<file path="src/rtl/cdiv_pkg.sv">
// Shared constants, configuration type and legality helpers for the
// gated clock divider. Assumes power-of-two ratios only.
package cdiv_pkg;
    localparam int REG_W         = 10;
    localparam int PRE_W         = 3;
    localparam int POST_W        = 2;
    localparam int PRE_MAX       = 4;   // highest legal prescale code
    localparam int POST_MAX      = 1;   // highest legal post-divide code
    localparam int HS_LIMIT      = 2;   // first prescale code that forces the high-speed stop
    localparam int BIT_HS_STOP   = 9;
    localparam int BIT_CARD_STOP = 8;
    localparam int PRE_LSB       = 2;
    localparam int POST_LSB      = 0;
    localparam int CNT_W         = PRE_MAX + POST_MAX + 1;
    localparam int IDX_W         = $clog2(CNT_W);
    localparam int N_LANES       = 2;
    localparam int LANE_CARD     = 0;
    localparam int LANE_HS       = 1;

    typedef struct packed {
        logic              hs_stop;
        logic              card_stop;
        logic [PRE_W-1:0]  pre;
        logic [POST_W-1:0] post;
    } cfg_t;

    // True when both divide codes lie inside the legal range.
    function automatic logic fields_ok(input logic [PRE_W-1:0] pre, input logic [POST_W-1:0] post);
        return (int'(pre) <= PRE_MAX) && (int'(post) <= POST_MAX);
    endfunction

    // True when the prescale code requires the high-speed output to be stopped.
    function automatic logic hs_must_stop(input logic [PRE_W-1:0] pre);
        return int'(pre) >= HS_LIMIT;
    endfunction
endpackage

</file>
<file path="src/rtl/cdiv_ctrl_reg.sv">
// Control register: accepts writes, disable and enable requests, enforces
// the legal encodings and flags rejected operations.
// Assumes requests are single-cycle; a write takes priority over disable,
// and disable takes priority over enable.
module cdiv_ctrl_reg
    import cdiv_pkg::*;
(
    input  logic             clk,
    input  logic             rst_n,
    input  logic             wr_en,
    input  logic [REG_W-1:0] wr_data,
    input  logic             dis_req,
    input  logic             en_req,
    output cfg_t             cfg,
    output logic             cfg_err
);
    cfg_t wr_cfg;
    logic wr_legal;
    logic cur_ok;

    // Decode the incoming write and judge its legality.
    always_comb begin
        wr_cfg.hs_stop   = wr_data[BIT_HS_STOP];
        wr_cfg.card_stop = wr_data[BIT_CARD_STOP];
        wr_cfg.pre       = wr_data[PRE_LSB +: PRE_W];
        wr_cfg.post      = wr_data[POST_LSB +: POST_W];
        wr_legal = fields_ok(wr_cfg.pre, wr_cfg.post) &&
                   (!hs_must_stop(wr_cfg.pre) || wr_cfg.hs_stop);
        cur_ok   = fields_ok(cfg.pre, cfg.post);
    end

    // Register update with write > disable > enable priority.
    always_ff @(posedge clk) begin
        if (!rst_n) begin
            cfg.hs_stop   <= 1'b1;
            cfg.card_stop <= 1'b1;
            cfg.pre       <= '0;
            cfg.post      <= POST_W'(1);
            cfg_err       <= 1'b0;
        end else if (wr_en) begin
            cfg.pre  <= wr_cfg.pre;
            cfg.post <= wr_cfg.post;
            if (wr_legal) begin
                cfg.hs_stop   <= wr_cfg.hs_stop;
                cfg.card_stop <= wr_cfg.card_stop;
                cfg_err       <= 1'b0;
            end else begin
                cfg.hs_stop   <= 1'b1;
                cfg.card_stop <= 1'b1;
                cfg_err       <= 1'b1;
            end
        end else if (dis_req) begin
            cfg.hs_stop   <= 1'b1;
            cfg.card_stop <= 1'b1;
        end else if (en_req) begin
            if (cur_ok) begin
                cfg.hs_stop   <= hs_must_stop(cfg.pre);
                cfg.card_stop <= 1'b0;
                cfg_err       <= 1'b0;
            end else begin
                cfg.hs_stop   <= 1'b1;
                cfg.card_stop <= 1'b1;
                cfg_err       <= 1'b1;
            end
        end
    end
endmodule

</file>
<file path="src/rtl/cdiv_phase_cnt.sv">
// Free-running binary phase counter. Bit k toggles every 2^k source
// cycles, so it carries a divide-by-2^(k+1) square wave. wrap marks the
// last count before restart, where every bit is about to go low.
module cdiv_phase_cnt #(
    parameter int CNT_W = 6
) (
    input  logic             clk,
    input  logic             rst_n,
    output logic [CNT_W-1:0] cnt_nxt,
    output logic             wrap
);
    logic [CNT_W-1:0] cnt;

    // Next count and restart detect.
    always_comb begin
        cnt_nxt = cnt + CNT_W'(1);
        wrap    = &cnt;
    end

    // Count every source cycle.
    always_ff @(posedge clk) begin
        if (!rst_n) cnt <= '0;
        else        cnt <= cnt_nxt;
    end
endmodule

</file>
<file path="src/rtl/cdiv_out_lane.sv">
// One gated output: holds the applied tap index and stop bit, reloads
// them from the request only at counter restart, and registers the
// selected counter bit as a glitch-free clock output.
// Assumes req_idx < CNT_W whenever req_stop is clear.
module cdiv_out_lane #(
    parameter int CNT_W = 6,
    parameter int IDX_W = 3
) (
    input  logic             clk,
    input  logic             rst_n,
    input  logic             wrap,
    input  logic [CNT_W-1:0] cnt_nxt,
    input  logic [IDX_W-1:0] req_idx,
    input  logic             req_stop,
    output logic             clk_out,
    output logic             app_stop,
    output logic [IDX_W-1:0] app_idx
);
    logic [IDX_W-1:0] sel_idx;
    logic             sel_stop;
    logic             tap;

    // Choose the settings for the coming cycle and pick the counter bit.
    always_comb begin
        sel_idx  = wrap ? req_idx  : app_idx;
        sel_stop = wrap ? req_stop : app_stop;
        tap      = 1'b0;
        for (int i = 0; i < CNT_W; i++) begin
            if (sel_idx == IDX_W'(i)) tap = cnt_nxt[i];
        end
    end

    // Apply settings at restart and drive the registered output.
    always_ff @(posedge clk) begin
        if (!rst_n) begin
            app_idx  <= '0;
            app_stop <= 1'b1;
            clk_out  <= 1'b0;
        end else begin
            app_idx  <= sel_idx;
            app_stop <= sel_stop;
            clk_out  <= tap & ~sel_stop;
        end
    end
endmodule

</file>
<file path="src/rtl/cardclk_divider.sv">
// Top of the gated programmable clock divider: control register, shared
// phase counter and one output lane each for the card and high-speed
// clocks. Assumes a single source clock and synchronous active-low reset.
module cardclk_divider
    import cdiv_pkg::*;
(
    input  logic             clk,
    input  logic             rst_n,
    input  logic             wr_en,
    input  logic [REG_W-1:0] wr_data,
    input  logic             dis_req,
    input  logic             en_req,
    output logic [REG_W-1:0] rd_data,
    output logic             card_clk,
    output logic             hs_clk,
    output logic             running,
    output logic             cfg_err
);
    cfg_t                            cfg;
    logic [CNT_W-1:0]                cnt_nxt;
    logic                            wrap;
    logic                            ok;
    logic [N_LANES-1:0]              lane_stop;
    logic [N_LANES-1:0]              lane_out;
    logic [N_LANES-1:0]              app_stop;
    logic [N_LANES-1:0][IDX_W-1:0]   lane_idx;
    logic [N_LANES-1:0][IDX_W-1:0]   app_idx;

    cdiv_ctrl_reg u_reg (
        .clk     (clk),
        .rst_n   (rst_n),
        .wr_en   (wr_en),
        .wr_data (wr_data),
        .dis_req (dis_req),
        .en_req  (en_req),
        .cfg     (cfg),
        .cfg_err (cfg_err)
    );

    cdiv_phase_cnt #(.CNT_W(CNT_W)) u_cnt (
        .clk     (clk),
        .rst_n   (rst_n),
        .cnt_nxt (cnt_nxt),
        .wrap    (wrap)
    );

    // Map the register onto per-lane tap indices and stops; readback packing.
    always_comb begin
        ok                  = fields_ok(cfg.pre, cfg.post);
        lane_idx[LANE_CARD] = ok ? (IDX_W'(cfg.pre) + IDX_W'(cfg.post)) : '0;
        lane_idx[LANE_HS]   = ok ? IDX_W'(cfg.pre) : '0;
        lane_stop[LANE_CARD] = cfg.card_stop;
        lane_stop[LANE_HS]   = cfg.hs_stop;
        rd_data                      = '0;
        rd_data[BIT_HS_STOP]         = cfg.hs_stop;
        rd_data[BIT_CARD_STOP]       = cfg.card_stop;
        rd_data[PRE_LSB +: PRE_W]    = cfg.pre;
        rd_data[POST_LSB +: POST_W]  = cfg.post;
        running  = ~cfg.hs_stop & ~cfg.card_stop;
        card_clk = lane_out[LANE_CARD];
        hs_clk   = lane_out[LANE_HS];
    end

    for (genvar g = 0; g < N_LANES; g++) begin : g_lane
        cdiv_out_lane #(.CNT_W(CNT_W), .IDX_W(IDX_W)) u_lane (
            .clk      (clk),
            .rst_n    (rst_n),
            .wrap     (wrap),
            .cnt_nxt  (cnt_nxt),
            .req_idx  (lane_idx[g]),
            .req_stop (lane_stop[g]),
            .clk_out  (lane_out[g]),
            .app_stop (app_stop[g]),
            .app_idx  (app_idx[g])
        );
    end
endmodule

</file>
<file path="config.mk">
export PLATFORM = sky130hd
export DESIGN_NAME = cardclk_divider
export DESIGN_NICKNAME = d
export VERILOG_FILES = /design/src/rtl/cdiv_pkg.sv /design/src/rtl/cdiv_ctrl_reg.sv /design/src/rtl/cdiv_phase_cnt.sv /design/src/rtl/cdiv_out_lane.sv /design/src/rtl/cardclk_divider.sv
export SDC_FILE = /design/constraint.sdc
export NUM_CORES = 1
export LEC_CHECK = 0
export ABC_AREA = 1
export BUFFER_PORTS_ARGS = -buffer_cell sky130_fd_sc_hd__buf_2
export CORE_MARGIN = 1
export CORE_UTILIZATION = 46
export DETAILED_ROUTE_END_ITERATION = 8
export HOLD_SLACK_MARGIN = 0.15
export PLACE_DENSITY = 0.69
export SLEW_MARGIN = 5
export SYNTH_ARGS = -nofsm -noshare
export SYNTH_HDL_FRONTEND = slang
export SYNTH_HIERARCHICAL = 1
export SYNTH_SLANG_ARGS = --single-unit
</file>
<file path="constraint.sdc">
create_clock -name clk -period 2.1 [get_ports clk]
set_clock_uncertainty 0.05 [all_clocks]
set_input_delay 0.63 -clock clk [delete_from_list [all_inputs] [get_ports clk]]
set_output_delay 0.63 -clock clk [all_outputs]
set_load 0.01 [all_outputs]
</file>
### Word level (Yosys, flattened, before mapping)

Index checks and enable logic that the tools add are counted.

| operators by class | value |
|---|---|
| add/subtract/negate cells | 2 |
| magnitude comparators | 6 |
| equality and inequality tests | 11 |
| muxes and demuxes | 28 |
| bitwise operators | 7 |
| reductions and logical operators | 11 |

Operators by type and width:

| cell | count |
|---|---|
| $mux W1 | 19 |
| $eq A3 B2 Y1 const B | 4 |
| $eq A3 B3 Y1 const B | 4 |
| $mux W3 | 4 |
| $mux W2 | 5 |
| $add A6 B1 Y6 const B | 1 |
| $eq A3 B1 Y1 const B | 2 |
| $ge A3 B2 Y1 const B | 2 |
| $le A3 B3 Y1 const B | 2 |
| $logic_not A3 Y1 | 2 |
| $reduce_and A6 Y1 | 1 |
| $le A2 B1 Y1 const B | 2 |
| $not A1 Y1 | 4 |
| $add A3 B2 Y3 | 1 |
| $and A1 B1 Y1 | 3 |
| $logic_and A1 B1 Y1 | 3 |
| $reduce_bool A3 Y1 | 1 |
| $ne A2 B2 Y1 const B | 1 |
| $reduce_and A2 Y1 | 1 |
| $reduce_bool A2 Y1 | 1 |
| $logic_not A1 Y1 | 1 |
| $logic_or A1 B1 Y1 | 1 |

| word-level totals | value |
|---|---|
| register bits after elaboration | 24 |
| input port bits | 15 |
| output and inout bits | 14 |
| logic and storage cells | 77 |

### Longest topological paths before layout

| logic depth | value |
|---|---|
| depth in word-level cells | 12 |
| depth in mapped cells | 11 |
| mapped depth without buffers | 11 |

### Hierarchy

Netlist, hierarchy kept.

By module, submodules not included:

| module | times used | cells each | area an instance (um^2) | seq. area each (um^2) |
|---|---|---|---|---|
| cdiv_out_lane | 2 | 46 | 287.8 | 100.1 |
| cdiv_ctrl_reg | 1 | 58 | 404.1 | 160.2 |
| cdiv_phase_cnt | 1 | 39 | 286.5 | 120.1 |
| cardclk_divider | 1 | 22 | 133.9 | 0.0 |

### Least setup slack after synthesis

No wires, ideal clock.

| timing | value |
|---|---|
| path type | reg2reg |
| from | register u_cnt.cnt[0] |
| to | register g_lane[0].u_lane.clk_out |
| setup time | 111 ps |
| data arrival time | 1629 ps |
| required time | 1939 ps |
| path slack | 310 ps |
| cell stages (with the launch flop) | 11 |
| buffers on the path | 0 |
| clock period less this slack | 1790 ps |
| path through | dfxtp_1 -> ha_1 -> nand3_1 -> nor2_1 -> inv_2 -> nand2_1 -> nand3_1 -> nand3_1 -> nand2_1 -> nor2_1 -> nor2_1 |

| between the ends | value |
|---|---|
| longest elaborated chain between the ends | 10 |
| elaborated cells between the ends (all ways) | 18 |

Ends and longest elaborated chain:

| item | RTL line | source |
|---|---|---|
| start: declaration | cdiv_phase_cnt.sv:12 | `logic [CNT_W-1:0] cnt;` |
| start signal: assignment | cdiv_phase_cnt.sv:23 | `else cnt <= cnt_nxt;` |
| $reduce_and A6 Y1 * | cdiv_phase_cnt.sv:17 | `wrap = &cnt;` |
| named net wrap | cardclk_divider.sv:21 | `logic wrap;` |
| $mux W3 | cdiv_out_lane.sv:25 | `sel_idx = wrap ? req_idx : app_idx;` |
| $logic_not A3 Y1 | cdiv_out_lane.sv:29 | `if (sel_idx == IDX_W'(i)) tap = cnt_nxt[i];` |
| $mux W1 (6 in series) | cdiv_out_lane.sv:29 |  |
| $and A1 B1 Y1 * | cdiv_out_lane.sv:42 | `clk_out <= tap & ~sel_stop;` |
| end signal: assignment | cdiv_out_lane.sv:42 |  |
| end: declaration | cdiv_out_lane.sv:15 | `output logic clk_out,` |

Mark *: on every way through the listed nets, which the timed path passes. The rest lies on a longest branch.
A chain may end at the register's enable or synchronous reset.

==> run summary <==
status: finished with violations
violated checks: DRC
critical path required time: 2.27 ns
register area: 480 um^2
Clock Sinks: 24
TNS Setup: 0 ns
Clock transition at path regs: 0.14 ns
RSZ-0062 raised after global routing: no
Final Hold Violating Endpoints: 0
gpl congestion: 0.835
number of unique standard cell types used by synthesis: 29
synth warn: 6
final worst slack: 0.295 ns
Final setup viols: 0
Synth top cells by count: inv_1, nand2_1, nand3_1, nor2_1, dfxtp_1
Die Ht: 57.2 um
Worst setup SP type: flop
post-synth top area share: 34.3%
CP arrival: 1.98 ns
Clk Latency, worst-skew pair: 0.31 ns
Mapped Area: 0.00140 mm^2
post-CTS setup buffer count: 0
layout cell share with drive strength beyond 1: 22.0%
Slew Limit Fails: 0
hpwl dp: 2060 um
DR top layer: met4
Max Clk Rate: 0.554 GHz
pre-CTS WS: 0.302 ns
initial antenna violation count: 0
hold crit path type: reg2reg
area grow syn2layout: 11.9%
first-pass GRT wire length: 4710 um
register area share after synthesis: 34.3%
die width: 57.2 um
grt ovf: 0
largest net degree at the start of global routing: 14
Max FO, Critical Path: 6
fin crit share: 85.9%
FF+latch count, synth: 24
DRT Wirelength: 2680 um
cts hold-fix bufs: 0
IO Port Bufs: 22
fin util: 55.4%
maximum vdd ir drop: 0.229 mV
drt first pass iters: 7
post-cts sizing count: 0
Mapped Cells: 211
metal1 wirelength: 1320 um
Post-synth ARST share: 0%
cell taking the most area after synthesis: dfxtp_1
Avg Cell Area, Syn: 6.64 um^2
area of the multi-input gates: 716 um^2
Synth area leaders: dfxtp_1, inv_1, nand2_1
CTS max path bufs: 2
met2 WL: 1230 um
Core Rows: 19
Pwr Density: 553 mW/mm^2
Worst R2R Setup Slack: 0.30 ns
crit end category: flop
CTS root buffer: clkbuf_4
CTS tree: built
Total Nets Final: 255
H-Tree Depth: 1
Routed Antenna Nets: 0
minimum clock period: 1.80 ns
routed wl met3: 99 um
Fill cells: 292
DIE AREA: 0.00327 mm^2
Post-synth EDFFs: 0
ant diodes: 0
vias per cell: 4.82
vias in the first global route: 1124
overall power: 0.867 mW
max-cap violations: 0
Via Count: 1287
Initial Util: 49.5%
Core Area: 0.00283 mm^2
CTS buffer count: 3
initial DRC count: 55
WL/cell: 10.0 um
IO Pins: 29
Leakage: 0.826 nW
global-route total usage across every layer: 18.6%
critical path class: reg2reg
DRC: 1
Top FF cell, synth: dfxtp_1
power by group:
group,total [mW],switching [mW],internal [mW]
Sequential,0.490,0.0186,0.471
Combinational,0.131,0.0794,0.0518
Clock,0.246,0.140,0.106
cell type report:
| type | instances | share of cell area [%] |
|---|---|---|
| multi-input combinational | 139 | 45.7 |
| sequential | 24 | 30.7 |
| inverter | 46 | 11.3 |
| timing repair buffer | 23 | 7.51 |
| tap | 31 | 2.48 |
| clock buffer | 4 | 2.32 |
stage by stage:
stage	instance area (um^2)	hold slack, ns	std cells
2_1_floorplan	1410	0.377	213
3_3_place_gp	1530	0.392	263
3_5_place_dp	1530	0.403	263
4_1_cts	1570	0.436	267
5_1_grt	1570	0.462	267
6_report	1570	0.440	267
cell families (layout without fill, tap and decap cells):
group	after synthesis	after routing	synth area share, %
other cells	1	3	0.268
fa+ha+maj	3	3	3.22
buf+inv	50	73	15.1
simple gates	117	117	39.9
compound gates	14	14	5.90
flops	24	24	34.3
xor+xnor	2	2	1.25
registers in the layout, summed over array words and instances (netlist names):
signal                  flops
g_lane.u_lane/app_idx       6
u_reg/cfg                   7
g_lane.u_lane/clk_out       2
u_reg/cfg_err               1
u_cnt/cnt                   6
g_lane.u_lane/app_stop      2
layout by cell type (no fill, tap or decap), types with 3 or more instances in the layout:
cell type / synthesis / final
o21ai_0: 4 / 4
nand2_2: 8 / 8
buf_2: 0 / 22
clkbuf_4: 0 / 3
dfxtp_1: 24 / 24
a21oi_1: 7 / 7
inv_2: 3 / 3
inv_1: 40 / 40
nand3_1: 30 / 30
nor2_2: 3 / 3
nand2_1: 40 / 40
conb_1: 1 / 3
nor2_1: 25 / 25
critical path, cell delays in order (launching register included):
cell and delay, ns:
dfxtp_1 0.39, ha_1 0.21, fa_1 0.37, xnor2_1 0.14, nor2_1 0.10, nand2_1 0.07, nand2_2 0.08, clkinv_2 0.06
nand3_1 0.07, nand2_1 0.05, nor2_1 0.08, nor2_1 0.04
per-layer routing:
metal  vias to the layer above  track usage (%)
met3                         2             3.40
li1                        695                -
met1                       564             24.5
met5                         -                0
met2                        26             29.6
met4                         0             8.71
path summary, 6_finish.rpt:
check                                        from                                   end  depth (start not counted)
min          g_lane[0].u_lane/app_stop$_SDFF_PN1_  g_lane[0].u_lane/app_stop$_SDFF_PN1_                          2
min reg2reg  g_lane[0].u_lane/app_stop$_SDFF_PN1_  g_lane[0].u_lane/app_stop$_SDFF_PN1_                          2
max                     u_reg/cfg[2]$_SDFFE_PN0P_   g_lane[0].u_lane/clk_out$_SDFF_PN0_                         11
max reg2reg             u_reg/cfg[2]$_SDFFE_PN0P_   g_lane[0].u_lane/clk_out$_SDFF_PN0_                         11
Note: power is estimated with default switching activity, not from simulation.
